File: config.mk
export PLATFORM = sky130hd
export DESIGN_NAME = boot_mode_ctrl
export DESIGN_NICKNAME = d
export VERILOG_FILES = /design/src/rtl/boot_mode_ctrl.sv
export SDC_FILE = /design/constraint.sdc
export NUM_CORES = 1
export LEC_CHECK = 0
export BUFFER_PORTS_ARGS = -buffer_cell sky130_fd_sc_hd__buf_2
export CORE_UTILIZATION = 58
export CTS_BUF_LIST = sky130_fd_sc_hd__clkbuf_8
export DETAILED_ROUTE_END_ITERATION = 8
export MAX_ROUTING_LAYER = met4
export PLACE_DENSITY = 0.82
export SYNTH_ARGS = -nofsm -noshare
export SYNTH_HDL_FRONTEND = slang
export SYNTH_SLANG_ARGS = --single-unit
File: constraint.sdc
create_clock -name clk -period 2.2 [get_ports clk]
set_clock_uncertainty 0.15 [all_clocks]
set_input_delay 0.44 -clock clk [delete_from_list [all_inputs] [get_ports clk]]
set_output_delay 0.44 -clock clk [all_outputs]
set_load 0.01 [all_outputs]
File: src/rtl/boot_mode_ctrl.sv
module boot_mode_ctrl #(
  parameter int DEB_CNT    = 50000,
  parameter int HOLD_TICKS = 550,
  parameter logic [2:0] BOOT_MODE = 3'b011
) (
  input  logic       clk,
  input  logic       por_n,
  input  logic       tick,
  input  logic       rst_btn,
  input  logic       boot_btn,
  input  logic       cts_n,
  input  logic       nmi_btn,
  output logic       tgt_rst_n,
  output logic       mode_oe,
  output logic [2:0] mode_val,
  output logic       rts,
  output logic       nmi_n
);
  localparam int DW = $clog2(DEB_CNT + 1);
  localparam int TW = $clog2(HOLD_TICKS + 1);
  localparam logic [DW-1:0] DEB_LAST  = DW'(DEB_CNT - 1);
  localparam logic [TW-1:0] HOLD_LAST = TW'(HOLD_TICKS - 1);

  typedef enum logic [1:0] {
    USR_RST  = 2'b00,
    USR_RUN  = 2'b01,
    BOOT_RST = 2'b10,
    BOOT_RUN = 2'b11
  } st_t;

  st_t st;
  logic [TW-1:0] tcnt;
  logic [3:0] raw, s1, s2, deb, deb_q, rise;
  logic [DW-1:0] dcnt [4];
  logic ctl_any, toggle, nmi_p;

  assign raw = {nmi_btn, ~cts_n, boot_btn, rst_btn};

  always_ff @(posedge clk or negedge por_n) begin
    if (!por_n) begin
      s1 <= '0;
      s2 <= '0;
      deb <= '0;
      deb_q <= '0;
      for (int i = 0; i < 4; i++) dcnt[i] <= '0;
    end else begin
      s1 <= raw;
      s2 <= s1;
      deb_q <= deb;
      for (int i = 0; i < 4; i++) begin
        if (s2[i] != deb[i]) begin
          if (dcnt[i] == DEB_LAST) begin
            deb[i] <= s2[i];
            dcnt[i] <= '0;
          end else begin
            dcnt[i] <= dcnt[i] + 1'b1;
          end
        end else begin
          dcnt[i] <= '0;
        end
      end
    end
  end

  assign rise    = deb & ~deb_q;
  assign ctl_any = |deb[2:0];
  assign toggle  = rise[1] | rise[2];

  always_ff @(posedge clk or negedge por_n) begin
    if (!por_n) begin
      st <= USR_RST;
      tcnt <= '0;
    end else begin
      case (st)
        USR_RST, BOOT_RST: begin
          if (ctl_any) tcnt <= '0;
          else if (tick) begin
            if (tcnt == HOLD_LAST) begin
              tcnt <= '0;
              st <= (st == USR_RST) ? USR_RUN : BOOT_RUN;
            end else begin
              tcnt <= tcnt + 1'b1;
            end
          end
        end
        USR_RUN: begin
          tcnt <= '0;
          if (toggle) st <= BOOT_RST;
          else if (deb[0]) st <= USR_RST;
        end
        default: begin
          tcnt <= '0;
          if (toggle) st <= USR_RST;
          else if (deb[0]) st <= BOOT_RST;
        end
      endcase
    end
  end

  always_ff @(posedge clk or negedge por_n) begin
    if (!por_n) nmi_p <= 1'b0;
    else        nmi_p <= rise[3] & st[0];
  end

  assign tgt_rst_n = st[0];
  assign mode_oe   = st[1];
  assign mode_val  = st[1] ? BOOT_MODE : 3'b000;
  assign rts       = st[1];
  assign nmi_n     = ~nmi_p;
endmodule


; ---- Yosys cells after proc, flatten, opt, wreduce, memory -nomap -nowiden
; Index checks and enable logic that the tools add are counted.
[word_totals]
input_bits = 7
register_bits = 93
out_inout_bits = 7
[classes]
bitwise_logic = 6
n_eq_ne = 16
n_mux = 22
n_reduce_logical = 9
add_sub_neg = 5
[ops]
columns = cell, count
row1 = two-way mux 16 bit, 8
row2 = adder 16 x 1 -> 16 bit (second input constant), 4
row3 = == test 16 bit (second input constant), 4
row4 = two-way mux 10 bit, 4
row5 = two-way mux 2 bit, 9
row6 = adder 10 x 1 -> 10 bit (second input constant), 1
row7 = == test 10 bit (second input constant), 1
row8 = AND reduction 2 bit, 4
row9 = != test 2 bit (second input constant), 3
row10 = != test 3 bit (second input constant), 2
row11 = AND reduction 5 bit, 1
row12 = AND 4 bit, 1
row13 = != test 1 bit, 4
row14 = inverter 4 bit, 1
row15 = one-hot mux 2 bit (2 select lines), 1
row16 = nonzero test 3 bit, 1
row17 = OR reduction 3 bit, 1
row18 = == test 2 x 1 -> 1 bit (second input constant), 1
row19 = == test 2 bit (second input constant), 1
row20 = logical NOT 2 bit, 1
row21 = inverter 1 bit, 2
row22 = OR reduction 2 bit, 1
row23 = AND 1 bit, 1
row24 = bitwise OR 1 bit, 1

; ---- Longest topological paths before layout
; Gate-level depths: netlist (run 1).
[logic_depth]
depth_word = 6
ltp_mapped = 6
mapped_depth_nobuf = 5

; ---- Worst setup path before layout (run 1)
; No wires, ideal clock.
[synth_timing]
path_kind = register to register
start = reg dcnt[36] (netlist bit)
end = reg deb[1]
setup_slack_ps = 191
required_ps = 1925
stages_incl_launch_ff = 4
arrival_ps = 1734
path_buffers = 0
cell_sequence = dfrtp_1 > or4b_1 > or4_4 > mux2_4
[synth_via]
elab_chain_cells = 2
[synth_rtl]
columns = item, line
row1 = start: declaration, 34  ; logic [DW-1:0] dcnt [4];
row2 = start signal: indexed assignment, 56  ; dcnt[i] <= dcnt[i] + 1'b1;
row3 = == test 16 bit, 52  ; if (dcnt[i] == DEB_LAST) begin
row4 = AND reduction 2 bit (no source line), n/a
row5 = end signal: indexed assignment, 53  ; deb[i] <= s2[i];
row6 = end: declaration, 33  ; logic [3:0] raw, s1, s2, deb, deb_q, rise;
; No other way between the ends.
; A chain may end at the register's enable or synchronous reset.

; ---- Worst setup path after layout (run 1)
[layout_timing]
start = reg deb[1]
end = reg tcnt[7]
[layout_via]
elab_chain_cells = 3
word_cells_on_any_way = 4
cone_classes = 1 x eq/ne / 2 x mux / 1 x reduce/logical
[layout_rtl]
columns = item, line
row1 = OR reduction 3 bit (*), 66  ; assign ctl_any = |deb[2:0];
row2 = two-way mux 10 bit, 76  ; if (ctl_any) tcnt <= '0;
row3 = two-way mux 10 bit, 74  ; case (st)
row4 = end signal: assignment, 82  ; tcnt <= tcnt + 1'b1;
row5 = end: declaration, 32  ; logic [TW-1:0] tcnt;
; Every way passes the cells marked *; elsewhere a longest branch is shown, timed or not.

==> reports/results.ini, run 1 <==
[outcome]
status = complete, no violations

[clock_tree]
htreeDepth = 3
cts-resized-gates = 0
cts_setup_buffers = 0
numCtsBuffers = 9
clkTransAtPathRegs_ps = 90
cts_root_buf = clkbuf_8
clock_latency_ps = 360
cts_hold_buf = 1
clockBufferDepth = 2
clock_sinks = 92
cts_tree = done

[detailed_routing]
viasPerCell = 5.631
drtIter0Drc = 123
firstDrtPassIters = 4
ant_nets = 0
drt-wirelength-per-cell_um = 13.89
dr_total_vias = 2990
drc = 0
wl_mm = 7.377

[floorplan]
rows = 30
die-area_um2 = 7705
start_util_pct = 61.46
die_h_um = 87.78
pin_count = 14
core_area_um2 = 6944
die_x_um = 87.78

[grt]
gr-usage-all-layers_pct = 22.40
grt_max_degree = 39
grt_pass1_vias = 2903
grt_overflow = 0
grt_pass1_wl_mm = 12.92
antenna_found_initial = 0

[final_layout]
n_antenna_cell = 0
fin_area_um2 = 4666
layout_commonest_cell = dfrtp_1
syn2layout_area_growth_pct = 9.323
nets = 443
final_util_pct = 67.19
most-common-layout-cells = 92 x dfrtp_1, 74 x nor2_1, 43 x xnor2_1
drive_gt1_share_pct = 9.425
finalNonFillerCells = 531

[power_and_ir_drop]
p_per_area_nw_per_um2 = 641.7
ir_drop_mv = 0.4535
p_total_w = 0.002994
leakagePower_nw = 1.957

[logic_synthesis]
mappedNetlistArea_um2 = 4268
ys_seq_area_share_pct = 53.94
avgSynthCellArea_um2 = 10.41
synth_edf_count = 0
synth-async-reset-ratio_pct = 100.0
synth_seq_cells = 92
syn-num-nets = 423
ys.flop_type = dfrtp_1
ys_warn_count = 0
synthDistinctLibCells = 40
postSynthCellCount = 410

[worst_setup_path]
regToRegSetupSlack_ps = 100
worst_r2r_endpoint = tcnt[7]
crit_required_ps = 2280
cp_max_fo = 12
crit_type = flop to flop
critPathLaunch = deb[1]
setup.worst_path.start_class = flop
rr_worst_depth = 4
cp-end-kind = flop
arrival_ps = 2180
endpoint = tcnt[7]
reg2reg_from = deb[1]

[placed_design]
io_buffers = 12
dp_hpwl_mm = 5.193
numPlacedInstances = 514
dpl-instance-area_um2 = 4447
gp_congestion = 0.8732

[sta]
final.period_utilization_pct = 95.61
rsz0062_at_grt = no
slew_viol_final = 0
fin_setup_tns_ps = 0
setup_viol = 0
min_period_ps = 2103
maxClockFrequency_ghz = 0.4754
final_hold_viol_count = 0

[min_path]
min_from = nmi_btn
holdCritPathClass = input port to flop

[flow_run]
drv_cap = 0

[cell type report]
| class | count | area [um2] |
|---|---|---|
| Sequential cell | 92 | 2302 |
| Fill cell | 520 | 2278 |
| Multi-Input combinational cell | 294 | 1852 |
| Clock buffer | 10 | 137.6 |
| Timing Repair Buffer | 19 | 130.1 |
| Tap cell | 96 | 120.1 |
| Clock inverter | 6 | 71.32 |
| Inverter | 14 | 52.55 |
[report_power, final]
| part | switching [W] | total [W] | internal, W |
|---|---|---|---|
| combinational | 0.0000699 | 0.000102 | 0.0000326 |
| clock | 0.000589 | 0.00115 | 0.000565 |
| sequential | 0.0000225 | 0.00174 | 0.00171 |
[Yosys cell counts (2+ instances only)]
library cell	count	area, um2
inv_1	14	52.55
or3_1	3	18.77
and3_1	8	50.05
o211ai_1	2	15.01
nand4_1	18	112.6
clkbuf_1	4	15.01
and4_1	5	43.79
dfrtp_1	92	2302
o2111ai_1	3	26.28
a21oi_1	4	20.02
xnor2_1	43	376.6
xor2_1	24	210.2
and4b_1	3	30.03
nor4bb_1	2	20.02
nand2_1	23	86.33
nand3_1	19	95.09
or4_1	2	15.01
ha_1	6	75.07
and2_1	2	12.51
o21ai_0	2	10.01
nand3b_1	2	15.01
nor3_1	13	65.06
or4b_1	2	20.02
nor2_1	74	277.8
mux2_2	3	33.78
buf_4	4	30.03
nor4_1	20	125.1
[state kept, by name, indices dropped and copies added (netlist names)]
signal and flops:
tcnt 10, nmi_p 1, s2 4, deb 4, st 2, s1 4
dcnt 64, deb_q 3
[layer usage]
layer,vias to the layer above,routed length [um],GRT usage (%)
met5,-,0,-
met4,0,113,7.899
met3,13,233,5.467
met2,53,3587,35.80
met1,1467,3442,27.84
li1,1457,-,-
[worst min-delay path by stage]
stage          endpoint  slack (ps)  depth (start not counted)
4_1_cts           s1[1]          20                          1
2_1_floorplan   dcnt[0]          -6                          0
5_1_grt           s1[1]          20                          1
3_3_place_gp      s2[2]         190                          0
6_report          s1[3]          30                          1
3_5_place_dp      s2[0]         190                          0
[stage by stage]
stage,setup slack (ps),hold slack (ps)
finish,96.53,33.86
global route,31.53,20.69
CTS,95.97,15.73
detailed placement,130.1,188.7
global placement,147.1,185.6
floorplan,191.4,-5.591
[worst max-delay path: stages, from the launching register on]
cell	delay, ps
dfrtp_1	440
or4_1	760
o211ai_1	370
xor2_1	190
nor2_1	60
[cell families after synthesis]
logic type,Yosys count,share of synthesized area [%]
flops,92,53.94
xor+xnor,67,13.75
fa+ha+maj,6,1.759
compound gates,16,2.756
buf+inv,24,2.668
other cells,1,0.08787
mux,4,1.143
simple gates,200,23.89
Power figures use the tool's default switching activity.
==> run 2, diff against run 1 <==
Settings changed: CORE_UTILIZATION 58 to 50, PLACE_DENSITY 0.82 to 0.73.
==> reports/results.ini, run 2 (synthesis gave the netlist of run 1 again) <==
[final_layout]
layout_commonest_cell = dfrtp_1
syn2layout_area_growth_pct = 10.38
top_regs = dcnt (64), tcnt (10)
fin_area_um2 = 4711
nets = 444
largest_register = dcnt
register_area_um2 = 2302
largest_reg_flops = 64
drive_gt1_share_pct = 9.633
fillers = 700
multiInputGateArea_um2 = 1857
n_antenna_cell = 0
most-common-layout-cells = 92 x dfrtp_1, 74 x nor2_1, 43 x xnor2_1

[flow_run]
drv_cap = 0

[power_and_ir_drop]
comb_power_share_pct = 3.4
leakagePower_nw = 1.973
ir_drop_mv = 0.4602
p_clk_share_pct = 41.0
power.internal_w = 0.002407
p_total_w = 0.003121
p_sw_w = 0.0007136
power_frac_seq_pct = 55.7
p_per_area_nw_per_um2 = 662.5
switching_share_pct = 22.86

[sta]
slew_viol_final = 0
maxClockFrequency_ghz = 0.4769
final_hold_viol_count = 0
fin_setup_tns_ps = 0
tightest_slew_ps = 500.9
maxSlewHeadroom_pct = 66.53
final.period_utilization_pct = 95.32
rsz0062_at_grt = no
min_period_ps = 2097
setup_viol = 0

[detailed_routing]
drc = 0
viasPerCell = 5.460
wl_mm = 7.478
ant_nets = 0
drtIter0Drc = 115
firstDrtPassIters = 5
drt-wirelength-per-cell_um = 13.82
dr_total_vias = 2954

[placed_design]
gp_congestion = 0.8975
dpl-instance-area_um2 = 4466
dp_hpwl_mm = 5.153
io_buffers = 12

[clock_tree]
cts_tree = done
htreeDepth = 3
clock_sinks = 92
clkTransAtPathRegs_ps = 90
numCtsBuffers = 9
clock_latency_ps = 350
clockBufferDepth = 2
cts_root_buf = clkbuf_8
cts_setup_buffers = 0

[grt]
gr-usage-all-layers_pct = 19.44
grt_pass1_wl_mm = 13.23
grt_overflow = 0
grt_max_degree = 38
grt_pass1_vias = 2979
antenna_found_initial = 0

[worst_setup_path]
cp-end-kind = flop
cpPeakStageDelay_ps = 560
cp_max_fo = 5
cp.buffers_inverters = 0
cpLargestDelayFamily = simple AND/OR/NAND/NOR gates
setup.worst_path.start_class = flop
cp_slowest_cell = or4b_1
crit_type = flop to flop
crit_chain = or4b_1 -> or4_4 -> mux2_4
crit_required_ps = 2290
arrival_ps = 2190

[floorplan]
die_x_um = 94.39
core_area_um2 = 8258
rows = 33
die_h_um = 94.39
start_util_pct = 51.68
pin_count = 14
die-area_um2 = 8909

[min_path]
holdCritPathClass = input port to flop

[outcome]
status = complete, no violations

run 2: cell types whose count changed in the layout (fill, tap and decap cells not counted):
cell       previous run  this run
inv_8                 0         2
buf_4                 6         7
nand2_2               1         0
clkinv_4              1         0
inv_6                 2         1
nand2_4               0         1
bufinv_16             1         2
clkbuf_8             10         9
run 2: worst paths after layout:
check                         start  endpoint  slack (ps)  cells after the start
max in group asynchronous     por_n     s2[2]         820                      3
hold reg to reg               s1[3]     s2[3]         200                      0
setup / recovery           dcnt[43]    deb[1]         100                      3
setup reg to reg           dcnt[43]    deb[1]         100                      3
hold / removal              rst_btn     s1[0]          40                      1
min in group asynchronous     por_n   tcnt[7]         420                      2
run 2: power by group through the flow:
stage | clock (W) | sequential (W) | combinational [W]
2_1_floorplan | 0 | 0.00177 | 0.0000509
3_3_place_gp | 0 | 0.00177 | 0.000102
3_5_place_dp | 0 | 0.00177 | 0.000107
4_1_cts | 0.00131 | 0.00174 | 0.000109
5_1_grt | 0.00138 | 0.00174 | 0.000126
6_report | 0.00128 | 0.00174 | 0.000105
run 2: what timing repair did:
action,in CTS,in global routing
gates resized for setup,0,1
endpoints found under the hold margin,33,0
setup endpoints to repair,0,3
hold buffers,1,0
run 2: cell type report:
cell class	count	share of cell area [%]
clock buffers	9	2.629
clock inverters	7	2.258
inverters	14	1.116
multi-input cells	294	39.42
flip-flops and latches	92	48.87
well taps	105	2.789
repair buffers	20	2.922
run 2: routing by layer:
layer | track usage [%] | vias to the layer above | part of all wire, %
met3 | 4.026 | 11 | 3.2
met4 | 6.667 | 0 | 1.6
met1 | 25.23 | 1449 | 47
met2 | 30.43 | 41 | 48
li1 | - | 1453 | -
met5 | - | - | 0
run 2: through the flow:
stage	hold slack [ps]	cells	setup slack [ps]	util [%]
after floorplan	-5.591	410	191.4	-
after global placement	186.9	524	143.7	54.08
after detailed placement	185.6	524	104.4	54.08
after CTS	21.74	541	64.65	56.98
after global routing	21.47	541	37.42	57.05
final	38.30	541	103.0	57.05
run 2: worst register-to-register path, cell delays in order (launching register included):
cell and delay (ps):
dfrtp_1 440, or4b_1 560, or4_4 540, mux2_4 320
